$ cat config.mk
export PLATFORM = sky130hd
export DESIGN_NAME = lin_err_monitor
export DESIGN_NICKNAME = d
export VERILOG_FILES = /design/src/rtl/lin_err_pkg.sv /design/src/rtl/lin_dom_watch.sv /design/src/rtl/lin_cmp_timer.sv /design/src/rtl/lin_flag_bank.sv /design/src/rtl/lin_err_monitor.sv
export SDC_FILE = /design/constraint.sdc
export NUM_CORES = 1
export LEC_CHECK = 0
export BUFFER_PORTS_ARGS = -buffer_cell sky130_fd_sc_hd__buf_2
export CAP_MARGIN = 0
export CORE_ASPECT_RATIO = 1.2
export CORE_MARGIN = 10
export CORE_UTILIZATION = 49
export DETAILED_ROUTE_END_ITERATION = 8
export PLACE_DENSITY_LB_ADDON = 0.15
export SETUP_SLACK_MARGIN = 0.3
export SLEW_MARGIN = 5
export SYNTH_ARGS = -nofsm -noshare
export SYNTH_HDL_FRONTEND = slang
export SYNTH_SLANG_ARGS = --single-unit
$ cat constraint.sdc
create_clock -name clk -period 3.6 [get_ports clk]
set_clock_uncertainty 0.05 [all_clocks]
set_input_delay 0.54 -clock clk [delete_from_list [all_inputs] [get_ports clk]]
set_output_delay 0.54 -clock clk [all_outputs]
set_load 0.02 [all_outputs]
$ cat src/rtl/lin_err_pkg.sv
package lin_err_pkg;
    typedef enum logic [1:0] {
        SD_IDLE   = 2'd0,
        SD_FIRST  = 2'd1,
        SD_REPEAT = 2'd2
    } dom_state_e;

    localparam int NFLAG     = 7;
    localparam int FL_STUCK  = 0;
    localparam int FL_CMP    = 1;
    localparam int FL_BIT    = 2;
    localparam int FL_CHK    = 3;
    localparam int FL_SYNC   = 4;
    localparam int FL_DELIM  = 5;
    localparam int FL_IDPAR  = 6;
endpackage

$ cat src/rtl/lin_dom_watch.sv
module lin_dom_watch
    import lin_err_pkg::*;
#(
    parameter int FIRST_BITS  = 100,
    parameter int REPEAT_BITS = 87
) (
    input  logic clk,
    input  logic rst_n,
    input  logic bit_tick,
    input  logic rx_in,
    output logic fire
);
    localparam int CW = $clog2(FIRST_BITS + 1);

    dom_state_e    state_q, state_d;
    logic [CW-1:0] cnt_q, cnt_d;

    // state register
    always_ff @(posedge clk or negedge rst_n) begin
        if (!rst_n) begin
            state_q <= SD_IDLE;
            cnt_q   <= '0;
        end else begin
            state_q <= state_d;
            cnt_q   <= cnt_d;
        end
    end

    // next state and outputs
    always_comb begin
        state_d = state_q;
        cnt_d   = cnt_q;
        fire    = 1'b0;
        if (bit_tick) begin
            if (rx_in) begin
                state_d = SD_IDLE;
                cnt_d   = '0;
            end else begin
                unique case (state_q)
                    SD_IDLE: begin
                        state_d = SD_FIRST;
                        cnt_d   = CW'(1);
                    end
                    SD_FIRST: begin
                        if (cnt_q == CW'(FIRST_BITS)) begin
                            fire    = 1'b1;
                            state_d = SD_REPEAT;
                            cnt_d   = '0;
                        end else begin
                            cnt_d = cnt_q + CW'(1);
                        end
                    end
                    SD_REPEAT: begin
                        if (cnt_q == CW'(REPEAT_BITS - 1)) begin
                            fire  = 1'b1;
                            cnt_d = '0;
                        end else begin
                            cnt_d = cnt_q + CW'(1);
                        end
                    end
                    default: begin
                        state_d = SD_IDLE;
                        cnt_d   = '0;
                    end
                endcase
            end
        end
    end

    AST_FIRE_NOT_IDLE: assert property (@(posedge clk) disable iff (!rst_n)
        fire |-> (state_q != SD_IDLE && !rx_in));
    AST_RECESSIVE_RESTART: assert property (@(posedge clk) disable iff (!rst_n)
        (bit_tick && rx_in) |=> (cnt_q == '0 && state_q == SD_IDLE));
    AST_CNT_BOUND: assert property (@(posedge clk) disable iff (!rst_n)
        cnt_q <= CW'(FIRST_BITS));
endmodule

$ cat src/rtl/lin_cmp_timer.sv
module lin_cmp_timer #(
    parameter int CNT_W = 8
) (
    input  logic             clk,
    input  logic             rst_n,
    input  logic             cnt_tick,
    input  logic [CNT_W-1:0] cmp_a,
    input  logic [CNT_W-1:0] cmp_b,
    output logic             match
);
    logic [CNT_W-1:0] cnt_q;
    logic [CNT_W-1:0] cnt_nx;

    assign cnt_nx = cnt_q + CNT_W'(1);
    assign match  = cnt_tick && ((cnt_nx == cmp_a) || (cnt_nx == cmp_b));

    always_ff @(posedge clk or negedge rst_n) begin
        if (!rst_n)        cnt_q <= '0;
        else if (cnt_tick) cnt_q <= cnt_nx;
    end

    AST_CNT_STEP: assert property (@(posedge clk) disable iff (!rst_n)
        cnt_tick |=> (cnt_q == $past(cnt_q) + CNT_W'(1)));
    AST_CNT_HOLD: assert property (@(posedge clk) disable iff (!rst_n)
        !cnt_tick |=> $stable(cnt_q));
endmodule

$ cat src/rtl/lin_flag_bank.sv
module lin_flag_bank #(
    parameter int N = 7
) (
    input  logic         clk,
    input  logic         rst_n,
    input  logic [N-1:0] hw_set,
    input  logic [N-1:0] hw_clr,
    input  logic         clr_we,
    input  logic [N-1:0] clr_mask,
    output logic [N-1:0] flags
);
    for (genvar i = 0; i < N; i++) begin : g_flag
        logic wclr;
        assign wclr = clr_we && clr_mask[i];

        always_ff @(posedge clk or negedge rst_n) begin
            if (!rst_n)         flags[i] <= 1'b0;
            else if (hw_clr[i]) flags[i] <= 1'b0;
            else if (hw_set[i]) flags[i] <= 1'b1;
            else if (wclr)      flags[i] <= 1'b0;
        end

        AST_SET_WINS: assert property (@(posedge clk) disable iff (!rst_n)
            (hw_set[i] && !hw_clr[i]) |=> flags[i]);
        AST_W1C_CLEAR: assert property (@(posedge clk) disable iff (!rst_n)
            (wclr && !hw_set[i]) |=> !flags[i]);
        AST_W0_HOLD: assert property (@(posedge clk) disable iff (!rst_n)
            (flags[i] && !wclr && !hw_clr[i]) |=> flags[i]);
    end
endmodule

$ cat src/rtl/lin_err_monitor.sv
module lin_err_monitor
    import lin_err_pkg::*;
#(
    parameter int FIRST_BITS  = 100,
    parameter int REPEAT_BITS = 87,
    parameter int CNT_W       = 8,
    parameter int STAT_W      = 32
) (
    input  logic              clk,
    input  logic              rst_n,
    input  logic              bit_tick,
    input  logic              rx_in,
    input  logic              cnt_tick,
    input  logic [CNT_W-1:0]  cmp_val_a,
    input  logic [CNT_W-1:0]  cmp_val_b,
    input  logic              init_mode,
    input  logic              cfg_timeout_mode,
    input  logic              cfg_idle_on_to,
    input  logic              cfg_hdr_irq_en,
    input  logic              cfg_chk_calc_dis,
    input  logic              cfg_chk_field_dis,
    input  logic              evt_bit_err,
    input  logic              evt_chk_err,
    input  logic              evt_sync_err,
    input  logic              evt_delim_short,
    input  logic              evt_id_parity,
    input  logic              clr_we,
    input  logic [STAT_W-1:0] clr_data,
    output logic [STAT_W-1:0] status,
    output logic              hdr_irq,
    output logic              idle_req
);
    localparam int PAD_W = STAT_W - NFLAG;

    logic             stuck_fire;
    logic             cmp_match;
    logic [NFLAG-1:0] set_vec;
    logic [NFLAG-1:0] hwclr_vec;
    logic [NFLAG-1:0] flags;

    lin_dom_watch #(.FIRST_BITS(FIRST_BITS), .REPEAT_BITS(REPEAT_BITS)) u_dom (
        .clk(clk), .rst_n(rst_n), .bit_tick(bit_tick), .rx_in(rx_in),
        .fire(stuck_fire)
    );

    lin_cmp_timer #(.CNT_W(CNT_W)) u_cmp (
        .clk(clk), .rst_n(rst_n), .cnt_tick(cnt_tick),
        .cmp_a(cmp_val_a), .cmp_b(cmp_val_b), .match(cmp_match)
    );

    always_comb begin
        set_vec            = '0;
        set_vec[FL_STUCK]  = stuck_fire;
        set_vec[FL_CMP]    = cmp_match;
        set_vec[FL_BIT]    = evt_bit_err;
        set_vec[FL_CHK]    = evt_chk_err && !cfg_chk_calc_dis && !cfg_chk_field_dis;
        set_vec[FL_SYNC]   = evt_sync_err;
        set_vec[FL_DELIM]  = evt_delim_short;
        set_vec[FL_IDPAR]  = evt_id_parity;
        hwclr_vec          = '0;
        hwclr_vec[FL_CMP]  = cfg_timeout_mode && init_mode;
    end

    lin_flag_bank #(.N(NFLAG)) u_flags (
        .clk(clk), .rst_n(rst_n), .hw_set(set_vec), .hw_clr(hwclr_vec),
        .clr_we(clr_we), .clr_mask(clr_data[NFLAG-1:0]), .flags(flags)
    );

    assign status   = {{PAD_W{1'b0}}, flags};
    assign hdr_irq  = cfg_hdr_irq_en && (flags[FL_SYNC] || flags[FL_DELIM] || flags[FL_IDPAR]);
    assign idle_req = flags[FL_CMP] && cfg_idle_on_to;

    AST_CHK_GATED: assert property (@(posedge clk) disable iff (!rst_n)
        (!status[FL_CHK] && (cfg_chk_calc_dis || cfg_chk_field_dis)) |=> !status[FL_CHK]);
    AST_CMP_INIT_CLR: assert property (@(posedge clk) disable iff (!rst_n)
        (cfg_timeout_mode && init_mode) |=> !status[FL_CMP]);
    AST_BIT_LATCH: assert property (@(posedge clk) disable iff (!rst_n)
        evt_bit_err |=> status[FL_BIT]);
endmodule

### Word-level counts from Yosys, hierarchy flattened

Index checks and enable logic that the tools add are counted.

| operators by class | value |
|---|---|
| add/sub/neg operators | 2 |
| eq/ne operators | 8 |
| mux-type cells | 27 |
| reduce and logical (&&, ||, !) cells | 27 |

Operators with widths:

| operator | count |
|---|---|
| $mux W7 | 3 |
| $pmux W7 S3 | 1 |
| $mux W1 | 19 |
| $eq A8 B8 Y1 | 2 |
| $eq A7 B7 Y1 const B | 2 |
| $logic_and A1 B1 Y1 | 13 |
| $reduce_bool A2 Y1 | 6 |
| $add A8 B1 Y8 const B | 1 |
| $add A7 B1 Y7 const B | 1 |
| $pmux W2 S3 | 1 |
| $mux W2 | 2 |
| $logic_or A1 B1 Y1 | 3 |
| $ne A3 B2 Y1 const B | 1 |
| $reduce_and A3 Y1 | 1 |
| $reduce_bool A3 Y1 | 1 |
| $eq A2 B1 Y1 const B | 1 |
| $eq A2 B2 Y1 const B | 1 |
| $logic_not A1 Y1 | 2 |
| $logic_not A2 Y1 | 1 |
| $ne A2 B2 Y1 const B | 1 |
| $pmux W1 S2 | 1 |

| storage, ports and cells | value |
|---|---|
| bits in registers | 24 |
| input port bits | 65 |
| output and inout bits | 34 |
| word-level logic and storage cells | 74 |

### Logic depth before layout (Yosys ltp)

Gate-level depths: netlist (run 1).

| depth | value |
|---|---|
| word-level depth | 6 |
| gate-level depth with buffers | 8 |
| gate-level depth less buffers | 8 |

### Hierarchy

A second synthesis (run 1) with hierarchy kept.

| unflattened totals | value |
|---|---|
| cells, all modules | 227 |
| area, all modules | 2,067.0 µm² |

By module, submodules not included:

| module | instances | cells an instance | area an instance (µm²) | seq. area each (µm²) |
|---|---|---|---|---|
| lin_cmp_timer | 1 | 93 | 822.0 | 200.2 |
| lin_dom_watch | 1 | 76 | 723.2 | 225.2 |
| lin_flag_bank | 1 | 28 | 301.5 | 175.2 |
| lin_err_monitor | 1 | 30 | 220.2 | 0.0 |

### Least setup slack after synthesis (run 1)

Ideal clock, no wire load.

| timing path | value |
|---|---|
| path kind | reg-to-reg |
| start | register u_cmp.cnt_q[0] |
| end | register u_flags.flags[1] |
| library setup time | 0.066 ns |
| arrival | 1.652 ns |
| required time | 3.484 ns |
| slack | 1.833 ns |
| stages on the path, launching flop included | 7 |
| path buffers | 0 |
| clock period less this slack | 1.767 ns |
| cell sequence | dfrtp_1 ha_1 xor2_1 nor4_1 nand2_1 a2111oi_2 a31o_1 |

| between the ends | value |
|---|---|
| cells in the longest elaborated chain, start to end | 6 |
| elaborated cells between the ends (all ways) | 8 |
| classes of those cells | 1 x add/sub; 2 x eq/ne; 2 x mux; 3 x reduce/logical |

Ends and longest elaborated chain:

| element | line | RTL |
|---|---|---|
| from (decl) | lin_cmp_timer.sv:11 | `logic [CNT_W-1:0] cnt_q;` |
| from (signal assigned) | lin_cmp_timer.sv:19 | `else if (cnt_tick) cnt_q <= cnt_nx;` |
| $add A8 B1 Y8 (*) | lin_cmp_timer.sv:14 | `assign cnt_nx = cnt_q + CNT_W'(1);` |
| named net u_cmp.cnt_nx[1] | lin_cmp_timer.sv:12 | `logic [CNT_W-1:0] cnt_nx;` |
| $eq A8 B8 Y1 | lin_cmp_timer.sv:15 | `assign match = cnt_tick && ((cnt_nx == cmp_a) \|\| (cnt_nx == cmp_b));` |
| $logic_or A1 B1 Y1 (*) | lin_cmp_timer.sv:15 |  |
| $logic_and A1 B1 Y1 (*) | lin_cmp_timer.sv:15 |  |
| $mux W1 | lin_flag_bank.sv:19 | `else if (hw_set[i]) flags[i] <= 1'b1;` |
| $mux W1 | lin_flag_bank.sv:18 | `else if (hw_clr[i]) flags[i] <= 1'b0;` |
| to (signal, indexed assignment) | lin_flag_bank.sv:18 |  |
| to (signal, indexed assignment) | lin_flag_bank.sv:19 |  |
| to (signal, indexed assignment) | lin_flag_bank.sv:20 | `else if (wclr) flags[i] <= 1'b0;` |
| to (decl) | lin_flag_bank.sv:10 | `output logic [N-1:0] flags` |

The timed path passes the listed nets; every way through them passes the cells marked *.
A chain may end at the register's enable or synchronous reset.

### Worst setup path after layout (run 1)

| timing path | value |
|---|---|
| start | register u_cmp.cnt_q[0] |
| end | register u_flags.flags[1] |

| between the ends | value |
|---|---|
| cells in the longest elaborated chain, start to end | 6 |
| elaborated cells between the ends (all ways) | 8 |
| classes of those cells | 1 x add/sub; 2 x eq/ne; 2 x mux; 3 x reduce/logical |

Ends and longest elaborated chain:

| element | line |
|---|---|
| $add A8 B1 Y8 (*) | lin_cmp_timer.sv:14 |
| $eq A8 B8 Y1 | lin_cmp_timer.sv:15 |
| $logic_or A1 B1 Y1 (*) | lin_cmp_timer.sv:15 |
| $logic_and A1 B1 Y1 (*) | lin_cmp_timer.sv:15 |
| $mux W1 | lin_flag_bank.sv:19 |
| $mux W1 | lin_flag_bank.sv:18 |

Every way passes the cells marked *; elsewhere a longest branch is shown, timed or not.

==> results of run 1 <==
[worst max-delay path, delay by kind of cell (launching register included)]
family,cells,cell delay [ns]
AO/OA/AOI/OAI,4,0.55
adder cells (fa/ha/maj),1,0.33
flip-flops,1,0.45
AND/OR/NAND/NOR,2,0.52
[synthesized netlist by cell type, types with 3 or more instances]
cell type and instances:
xnor2_1 17, nand2_1 31, o22ai_1 3, nor2_1 15
dfrtp_1 24, nand4_1 4, nand3_1 3, o31a_1 4
buf_4 26, a21oi_1 3, o21ai_0 8, ha_1 9
nor3_1 3, a21o_1 5, xor2_1 12, inv_1 6
[layout make-up]
class,count,area [µm²],share of cell area [%]
multi-input combinational,169,1056,51.37
sequential,24,600.6,29.21
timing repair buffer,48,240.2,11.69
tap,52,65.06,3.165
clock buffer,3,41.29,2.009
clock inverter,1,30.03,1.461
inverter,6,22.52,1.096
[per-stage QoR]
step	instances	area, µm²
3_3_place_gp	299	1984
3_5_place_dp	299	1984
4_1_cts	303	2056
6_report	303	2056
5_1_grt	303	2056
2_1_floorplan	231	1924
[routing by layer]
metal,vias to the layer above,track usage (%)
met3,4,2.511
met5,-,0
met1,661,12.65
li1,733,-
met2,35,21.36
met4,0,4.399
[cell families after synthesis]
family / Yosys count
XOR/XNOR: 30
adder cells (fa/ha/maj): 9
AO/OA/AOI/OAI: 33
flip-flops: 24
buffers and inverters: 38
AND/OR/NAND/NOR: 71
multiplexers: 1
other: 1
[flip-flops by register name, indices dropped and copies added (netlist names)]
register and count:
u_dom.state_q 2, u_flags.flags 7, u_cmp.cnt_q 8, u_dom.cnt_q 7
[power breakdown]
part	internal, mW	total [mW]	switching, mW
Combinational	0.179	0.377	0.198
Sequential	0.317	0.411	0.0940
Clock	0.149	0.234	0.0851
[worst max path at each step]
stage                            end      startpoint  cells past startpoint
floorplan           u_flags.flags[1]  u_cmp.cnt_q[0]                      6
global placement    u_flags.flags[1]  u_cmp.cnt_q[0]                      7
detailed placement  u_flags.flags[1]  u_cmp.cnt_q[0]                      7
CTS                 u_flags.flags[1]  u_cmp.cnt_q[0]                      7
global route        u_flags.flags[1]  u_cmp.cnt_q[0]                      7
finish              u_flags.flags[1]  u_cmp.cnt_q[0]                      7
==> flow_metrics.tcl, run 1 <==
set metrics [dict create \
    cp-end-kind "flip-flop" \
    hold_class "in2async" \
    finalPower_mw 1.022 \
    syn2layout_area_growth_pct 12.07 \
    fin_tns_setup_ns 0 \
    die_x_um 75.85 \
    critPathMaxStageDelay_ns 0.45 \
    mostFrequentLayoutCells "buf_2, nand2_1, conb_1, dfrtp_1, xnor2_1" \
    drt-total-wl_um 3900 \
    yosysSeqAreaShare_pct 32.74 \
    fmax_ghz 0.5002 \
    finalCoreUtilization_pct 56.58 \
    clkLatencyLatePin_ns 0.27 \
    synth.distinct_cells 43 \
    drc_errors 0 \
    crit_arrival_ns 2.11 \
    n_fill_cell 378 \
    htree_levels 1 \
    hold_viol 0 \
    coreArea_mm2 0.003633 \
    layout_commonest_cell "buf_2" \
    grt_first_pass_wirelength_um 6154 \
    floorplan.initialDensity_pct 50.48 \
    syn_area_per_cell_um2 8.861 \
    synth_xor_area_share_pct 14.73 \
    synthFlopType "dfrtp_1" \
    first_pass_iters 4 \
    holdBufCountCts 0 \
    cts_buffers 3 \
    cp_slowest_cell "dfrtp_1" \
    post_cts_buffers 0 \
    wl_met2_um 2005 \
    maxSlewHeadroom_pct 62.24 \
    path_clk_slew_ns 0.09 \
    grt_usage_pct 11.74 \
    path_cells "ha_1 -> nand3_1 -> or2_2 -> a21oi_1 -> a311oi_1 -> a21o_1 -> a31o_1" \
    clk_path_buf_depth 2 \
    r2r_cells 7 \
    grt_overflow 0 \
    via_per_inst 4.729 \
    r2r_end "u_flags.flags[1]" \
    worst_slew_pin_slew_ns 0.5664 \
    worst_ep_required_time_ns 3.71 \
    synth_top_area_cell "dfrtp_1" \
    wl_per_cell_um 12.87 \
    grt_antenna_before_repair 0 \
    pre_cts_ws_ns 1.589 \
    ys_seq_elements 24 \
    die_height_um 87.02 \
    finalSetupViolCount 0 \
    synth_area_leaders "dfrtp_1, buf_4, xnor2_1" \
    synthAdderAreaFrac_pct 6.139 \
    path_class "reg2reg" \
    synth_cells 207 \
    drtIter0Drc 48 \
    r2r-start "u_cmp.cnt_q[0]" \
    final_layout_size_suffix_gt1_share_pct 23.51 \
    synth_area_mm2 0.001834 \
    grt_max_degree 25 \
    wl_met1_um 1559 \
    synth_top_family_by_area "simple AND/OR/NAND/NOR gates" \
    diodes 0 \
    worst_slack_ns 1.601 \
    vdd_drop_max_uv 254.9 \
    cts.repair.resized 0 \
    wl_met3_um 294 \
    cts_tree "built" \
    synth-compound-area-share_pct 12.82 \
    synthSimpleGateAreaFrac_pct 18.14 \
    synth-edff-count 0 \
    min_period_over_period_pct 55.54 \
    dp_hpwl_um 3225 \
    grt_pass1_vias 1410 \
    yosysTopAreaCellShare_pct 32.74 \
    ant_nets 0 \
    hold_slack_ns 0.2113 \
    leakagePower_nw 0.9680 \
    rows 24 \
    drv_cap 0 \
    period_needed_ns 1.999 \
    place_congestion 0.7615 \
    maxSlewViolCount 0 \
    rsz0062_at_grt "false" \
    ios 99 \
    cts_sinks 24 \
    r2r_slack_ns 1.60 \
    async_flop_share_pct 100.0 \
    yosysWarnings 0 \
    dieArea_mm2 0.006600 \
    port_buffers 48 \
    highest_layer "met4" \
    path_max_fanout 6 \
    finalNetCount 326 \
    root_buffer "clkbuf_8" \
    cellPowerDensity_mw_per_mm2 497.0 \
    num_vias 1433 \
    synthMuxAreaShare_pct 0.6139 \
    status "finished clean" \
    crit_path_start_kind "flip-flop" \
]
No activity file was read; power rests on OpenSTA's default activity.
==> run 2: changes to the inputs <==
Settings changed: CORE_UTILIZATION 49 to 41.
Clock period 3.6 ns to 1.7 ns, I/O delays scaled along.
==> run 2 against run 1 <==
Net effect:
- the run now ends with setup timing left
- design area grew 21%
- fmax grew 17%
- hold slack lost 0.11 ns
- total power grew to 2.6 times the previous value
- global-route usage shrank 0.47 points
- routed wire length grew 14%
- sequential share of layout area shrank 5.0 points
- utilization grew 1.5 points
==> flow_metrics.tcl, run 2 (synthesis results as in run 1) <==
set metrics [dict create \
    ios 99 \
    cellPowerDensity_mw_per_mm2 1062 \
    dp.cells 316 \
    top_register "u_cmp.cnt_q" \
    drv_cap 0 \
    whs_endpoint "u_flags.flags[2]" \
    root_buffer "clkbuf_8" \
    highest_layer "met4" \
    wl_met1_um 1732 \
    maxSlewHeadroom_pct 63.56 \
    rsz0062_at_grt "true" \
    drt-total-wl_um 4465 \
    ant_nets 0 \
    maxSlewViolCount 0 \
    finalCoreUtilization_pct 58.04 \
    min_period_over_period_pct 100.4 \
    fin_tns_setup_ns -0.007105 \
    r2r_cells 7 \
    via_per_inst 4.588 \
    coreArea_mm2 0.004294 \
    drc_errors 0 \
    cp_num_buf_inv 1 \
    cp_num_cells 7 \
    r2r_slack_ns -0.007 \
    die_x_um 81.06 \
    holdCritStartpoint "evt_bit_err" \
    period_needed_ns 1.707 \
    grt_pass1_vias 1532 \
    path_clk_slew_ns 0.09 \
    r2r-start "u_cmp.cnt_q[1]" \
    cts_buffers 3 \
    hold_slack_ns 0.1060 \
    num_vias 1560 \
    layout_commonest_cell "buf_2" \
    finalSetupViolCount 1 \
    wl_per_cell_um 13.13 \
    clkLatencyLatePin_ns 0.27 \
    cp_slowest_cell "dfrtp_1" \
    wl_met3_um 272 \
    worst_slew_pin_slew_ns 0.5466 \
    grt_overflow 0 \
    reg.largest.list "u_cmp.cnt_q x8, u_dom.cnt_q x7, u_flags.flags x7" \
    hold_class "in2reg" \
    fmax_ghz 0.5858 \
    path_max_fanout 7 \
    pre_cts_ws_ns -0.1692 \
    largest_reg_flops 8 \
    cts_sinks 24 \
    finalNetCount 359 \
    clk_path_buf_depth 2 \
    grt_first_pass_wirelength_um 6900 \
    grt_max_degree 25 \
    critPathMaxStageDelay_ns 0.42 \
    path_class "reg2reg" \
    cts_tree "built" \
    port_buffers 48 \
    violations "setup timing" \
    mostFrequentLayoutCells "buf_2, buf_4, nand2_1, conb_1, dfrtp_1" \
    dp_hpwl_um 3479 \
    cpLargestDelayFamily "compound AO/OA/AOI/OAI gates" \
    worst_ep_required_time_ns 1.86 \
    vdd_drop_max_uv 462.8 \
    htree_levels 1 \
    status "finished, violations left" \
    leakagePower_nw 1.158 \
    crit_path_start_kind "flip-flop" \
    dieArea_mm2 0.007560 \
    cp-end-kind "flip-flop" \
    rows 26 \
    path_cells "buf_6 -> and3_4 -> or2_1 -> o21ai_1 -> a22oi_1 -> a2111oi_4 -> a31o_1" \
    n_fill_cell 410 \
    hold_depth 2 \
    final_layout_size_suffix_gt1_share_pct 42.96 \
    floorplan.initialDensity_pct 42.72 \
    worst_slack_ns -0.007105 \
    grt_usage_pct 11.26 \
    die_height_um 93.27 \
    place_congestion 0.7984 \
    r2r_end "u_flags.flags[1]" \
    grt_antenna_before_repair 0 \
    first_pass_iters 5 \
    drtIter0Drc 52 \
    crit_arrival_ns 1.87 \
    fin_cells 340 \
    hold_viol 0 \
    syn2layout_area_growth_pct 35.88 \
    wl_met2_um 2387 \
    diodes 0 \
]
## run 2: changes by cell type in the layout (fill, tap and decap cells not counted), moves of 3 or more
cell | previous run | this run
buf_6 | 0 | 3
ha_4 | 0 | 3
nor2_1 | 15 | 10
nor2_2 | 0 | 3
o21ai_1 | 1 | 4
inv_1 | 6 | 3
ha_1 | 9 | 4
inv_2 | 0 | 3
o21ai_0 | 8 | 4
buf_4 | 0 | 30
nand2_1 | 31 | 28
## run 2: layer usage
metal / vias to the layer above / GRT usage, %
met5: - / 0
met4: 0 / 4.769
met3: 4 / 2.011
met2: 35 / 21.28
met1: 721 / 11.64
li1: 800 / -
## run 2: final cells by class
cell class / instances / area, µm² / area share [%]
clock inverter: 1 / 30.03 / 1.205
timing repair buffer: 81 / 504.2 / 20.23
sequential: 24 / 603.1 / 24.20
tap: 56 / 70.07 / 2.811
clock buffer: 3 / 41.29 / 1.657
multi-input combinational: 169 / 1221 / 49.00
inverter: 6 / 22.52 / 0.9036
## run 2: timing repair
item / CTS / global route
pin swaps: 25 / 17
setup buffers: 14 / 5
endpoints found under the hold margin: 24 / 0
hold buffers: 1 / 0
resized for setup: 19 / 18
setup endpoints to repair: 12 / 14
## run 2: per-stage QoR
step | instance area, µm² | power [mW]
finish | 2492 | 2.648
global route | 2492 | 2.825
CTS | 2380 | 2.591
detailed placement | 2117 | 1.944
global placement | 2117 | 1.933
floorplan | 1954 | 1.677
## run 2: worst register-to-register path: cells and delay by family, from the launching register on
family	cells	cell delay, ns
AND/OR/NAND/NOR	2	0.40
AO/OA/AOI/OAI	4	0.66
buffers and inverters	1	0.13
flip-flops	1	0.42
## run 2: power breakdown
group	switching (mW)	internal [mW]
Sequential	0.163	0.676
Clock	0.186	0.315
Combinational	0.621	0.686
## run 2: worst max-delay path by stage
stage                    from                to
2_1_floorplan  u_cmp.cnt_q[0]  u_flags.flags[1]
3_3_place_gp   u_cmp.cnt_q[1]  u_flags.flags[1]
3_5_place_dp   u_cmp.cnt_q[1]  u_flags.flags[1]
4_1_cts        u_cmp.cnt_q[0]  u_flags.flags[1]
5_1_grt        u_cmp.cnt_q[0]  u_flags.flags[1]
6_report       u_cmp.cnt_q[1]  u_flags.flags[1]
==> run 3: changes to the inputs <==
Settings changed: ABC_AREA set to 1.
==> run 3 against run 2 <==
Net effect:
- the flow now finishes without violations
- synthesized cell count grew 29%
- routed wire length up 8.4%
- utilization down 2.9 points
- design area up 0.15%
- clock-buffer cell count stayed put
- fmax increased by 4.6%
- non-clock buffer count decreased by 17
- clock power increased by 1%
- hold slack lost 0.0028 ns
- die area is 2.4% higher
- sequential power grew 1%
- largest cell class unchanged
==> flow_metrics.tcl, run 3 <==
set metrics [dict create \
    maxSlewHeadroom_pct 63.30 \
    period_needed_ns 1.633 \
    rows 27 \
    grt_pass1_vias 1814 \
    synth_common_cells "nand2_1, nand3_1, inv_1" \
    clk_path_buf_depth 2 \
    vdd_drop_max_uv 903.3 \
    cp-end-kind "flip-flop" \
    yosysMostFrequentCell "nand2_1" \
    wl_met2_um 2515 \
    mostFrequentLayoutCells "nand2_1, buf_2, inv_1, nand3_1, conb_1" \
    finalSetupViolCount 0 \
    synth_area_mm2 0.001892 \
    drtIter0Drc 55 \
    path_max_fanout 7 \
    ant_nets 0 \
    via_per_inst 4.660 \
    grt_first_pass_wirelength_um 7665 \
    drc_errors 0 \
    crit_path_start_kind "flip-flop" \
    synthFlopType "dfrtp_1" \
    hold_class "in2reg" \
    finalNetCount 405 \
    num_vias 1808 \
    yosysWarnings 0 \
    ys_seq_elements 24 \
    floorplan.initialDensity_pct 41.79 \
    yosysTopAreaCellShare_pct 31.75 \
    synth.distinct_cells 27 \
    cts_buffers 3 \
    path_class "reg2reg" \
    drv_cap 0 \
    largest_reg_flops 8 \
    dp_hpwl_um 3675 \
    leakagePower_nw 1.282 \
    worst_slew_pin_slew_ns 0.5506 \
    top_register "u_cmp.cnt_q" \
    dieArea_mm2 0.007743 \
    synth-edff-count 0 \
    diodes 0 \
    cts_sinks 24 \
    status "finished clean" \
    root_buffer "clkbuf_8" \
    grt_usage_pct 12.19 \
    port_buffers 48 \
    crit_arrival_ns 1.79 \
    cellPowerDensity_mw_per_mm2 1132 \
    first_pass_iters 4 \
    rsz0062_at_grt "true" \
    htree_levels 1 \
    place_congestion 0.7673 \
    fin_tns_setup_ns 0 \
    worst_ep_required_time_ns 1.85 \
    final_layout_size_suffix_gt1_share_pct 35.45 \
    cts_tree "built" \
    async_flop_share_pct 100.0 \
    grt_overflow 0 \
    reg.largest.list "u_cmp.cnt_q x8, u_dom.cnt_q x7, u_flags.flags x7" \
    ios 99 \
    syn2layout_area_growth_pct 31.94 \
    finalCoreUtilization_pct 55.14 \
    syn_area_per_cell_um2 7.112 \
    clkLatencyLatePin_ns 0.27 \
    path_clk_slew_ns 0.09 \
    die_height_um 94.41 \
    fmax_ghz 0.6125 \
    min_period_over_period_pct 96.04 \
    maxSlewViolCount 0 \
    wl_per_cell_um 12.48 \
    n_fill_cell 465 \
    wl_met1_um 1872 \
    grt_max_degree 25 \
    die_x_um 82.01 \
    drt-total-wl_um 4841 \
    synth_area_leaders "dfrtp_1, nand2_1, buf_4" \
    synth_top_area_cell "dfrtp_1" \
    coreArea_mm2 0.004527 \
    layout_commonest_cell "nand2_1" \
    grt_antenna_before_repair 0 \
    hold_viol 0 \
    synth_cells 266 \
    yosysSeqAreaShare_pct 31.75 \
    wl_met3_um 287 \
    highest_layer "met4" \
]
==> run 3: changes by cell type after synthesis, sizes merged, moves of 3 or more <==
cell / delta
a21oi: +5
buf: -3
inv: +31
nand2: +27
nand3: +35
nand3b: +5
nand4: -3
nor2: +3
o21ai: +9
o31a: -3
or2: -3
xnor2: -15
xor2: -9
==> run 3: kinds of logic after synthesis <==
family                   Yosys count  share of synthesized area (%)
AO/OA/AOI/OAI                     35                          10.58
XOR/XNOR                           6                          2.778
adder cells (fa/ha/maj)            9                          5.952
buffers and inverters             65                          18.65
flip-flops                        24                          31.75
other                              1                         0.1982
AND/OR/NAND/NOR                  126                          30.09
==> run 3: power breakdown <==
group	leakage [nW]	total (mW)	switching, mW	internal [mW]
Sequential	0.305	0.851	0.162	0.689
Combinational	0.941	1.47	0.852	0.616
Clock	0.0357	0.506	0.191	0.315
==> run 3: through the flow <==
stage               std cells  hold WS [ns]  setup WS (ns)  area [µm²]  total power [mW]
finish                    388        0.1032        0.06729        2496             2.825
global route              388       0.09340       -0.09299        2496             3.075
CTS                       384        0.1013        0.04264        2366             2.685
detailed placement        372        0.2204        0.01202        2158             2.025
global placement          372        0.2210        0.01217        2158             2.007
floorplan                 290      -0.09059         0.2579        2033             1.769
==> run 3: timing repair <==
| item | 4_1_cts | 5_1_grt |
|---|---|---|
| endpoints found under the setup margin | 11 | 15 |
| resized for setup | 24 | 29 |
| setup buffers | 7 | 4 |
| pin swaps | 6 | 10 |
| endpoints found under the hold margin | 24 | 0 |
| hold buffers | 1 | 0 |
==> run 3: cell type report <==
type,instances,area (µm²),area share [%]
flip-flops and latches,24,600.6,24.06
clock buffers,3,41.29,1.654
repair buffers,64,372.9,14.94
clock inverters,1,30.03,1.203
well taps,58,72.57,2.907
multi-input cells,201,1237,49.57
inverters,37,141.4,5.664
==> run 3: critical path, cell delays in order, from the launching register on <==
cell     delay, ns
dfrtp_1       0.44
ha_4          0.19
nand2_4       0.10
inv_2         0.06
nand3_2       0.08
nand2_1       0.09
nand2_1       0.07
nand2_1       0.06
nor2_1        0.10
nand3_1       0.07
nand2_1       0.07
nand2_1       0.05
a21oi_1       0.12
==> run 3: metal layers <==
| layer | vias up | global-route usage (%) |
|---|---|---|
| li1 | 938 | - |
| met1 | 815 | 12.84 |
| met2 | 45 | 21.40 |
| met3 | 10 | 2.281 |
| met4 | 0 | 7.955 |
| met5 | - | 0 |
==> run 3: worst paths after layout <==
| check | from | to | slack, ns | cells past startpoint |
|---|---|---|---|---|
| setup / recovery | u_cmp.cnt_q[0] | u_flags.flags[1] | 0.07 | 12 |
| hold / removal | cfg_chk_calc_dis | u_flags.flags[3] | 0.10 | 2 |
| setup reg to reg | u_cmp.cnt_q[0] | u_flags.flags[1] | 0.07 | 12 |
| hold reg to reg | u_flags.flags[3] | u_flags.flags[3] | 0.44 | 2 |
| max in group asynchronous | rst_n | u_dom.cnt_q[3] | 0.79 | 2 |
| min in group asynchronous | rst_n | u_dom.cnt_q[4] | 0.45 | 2 |
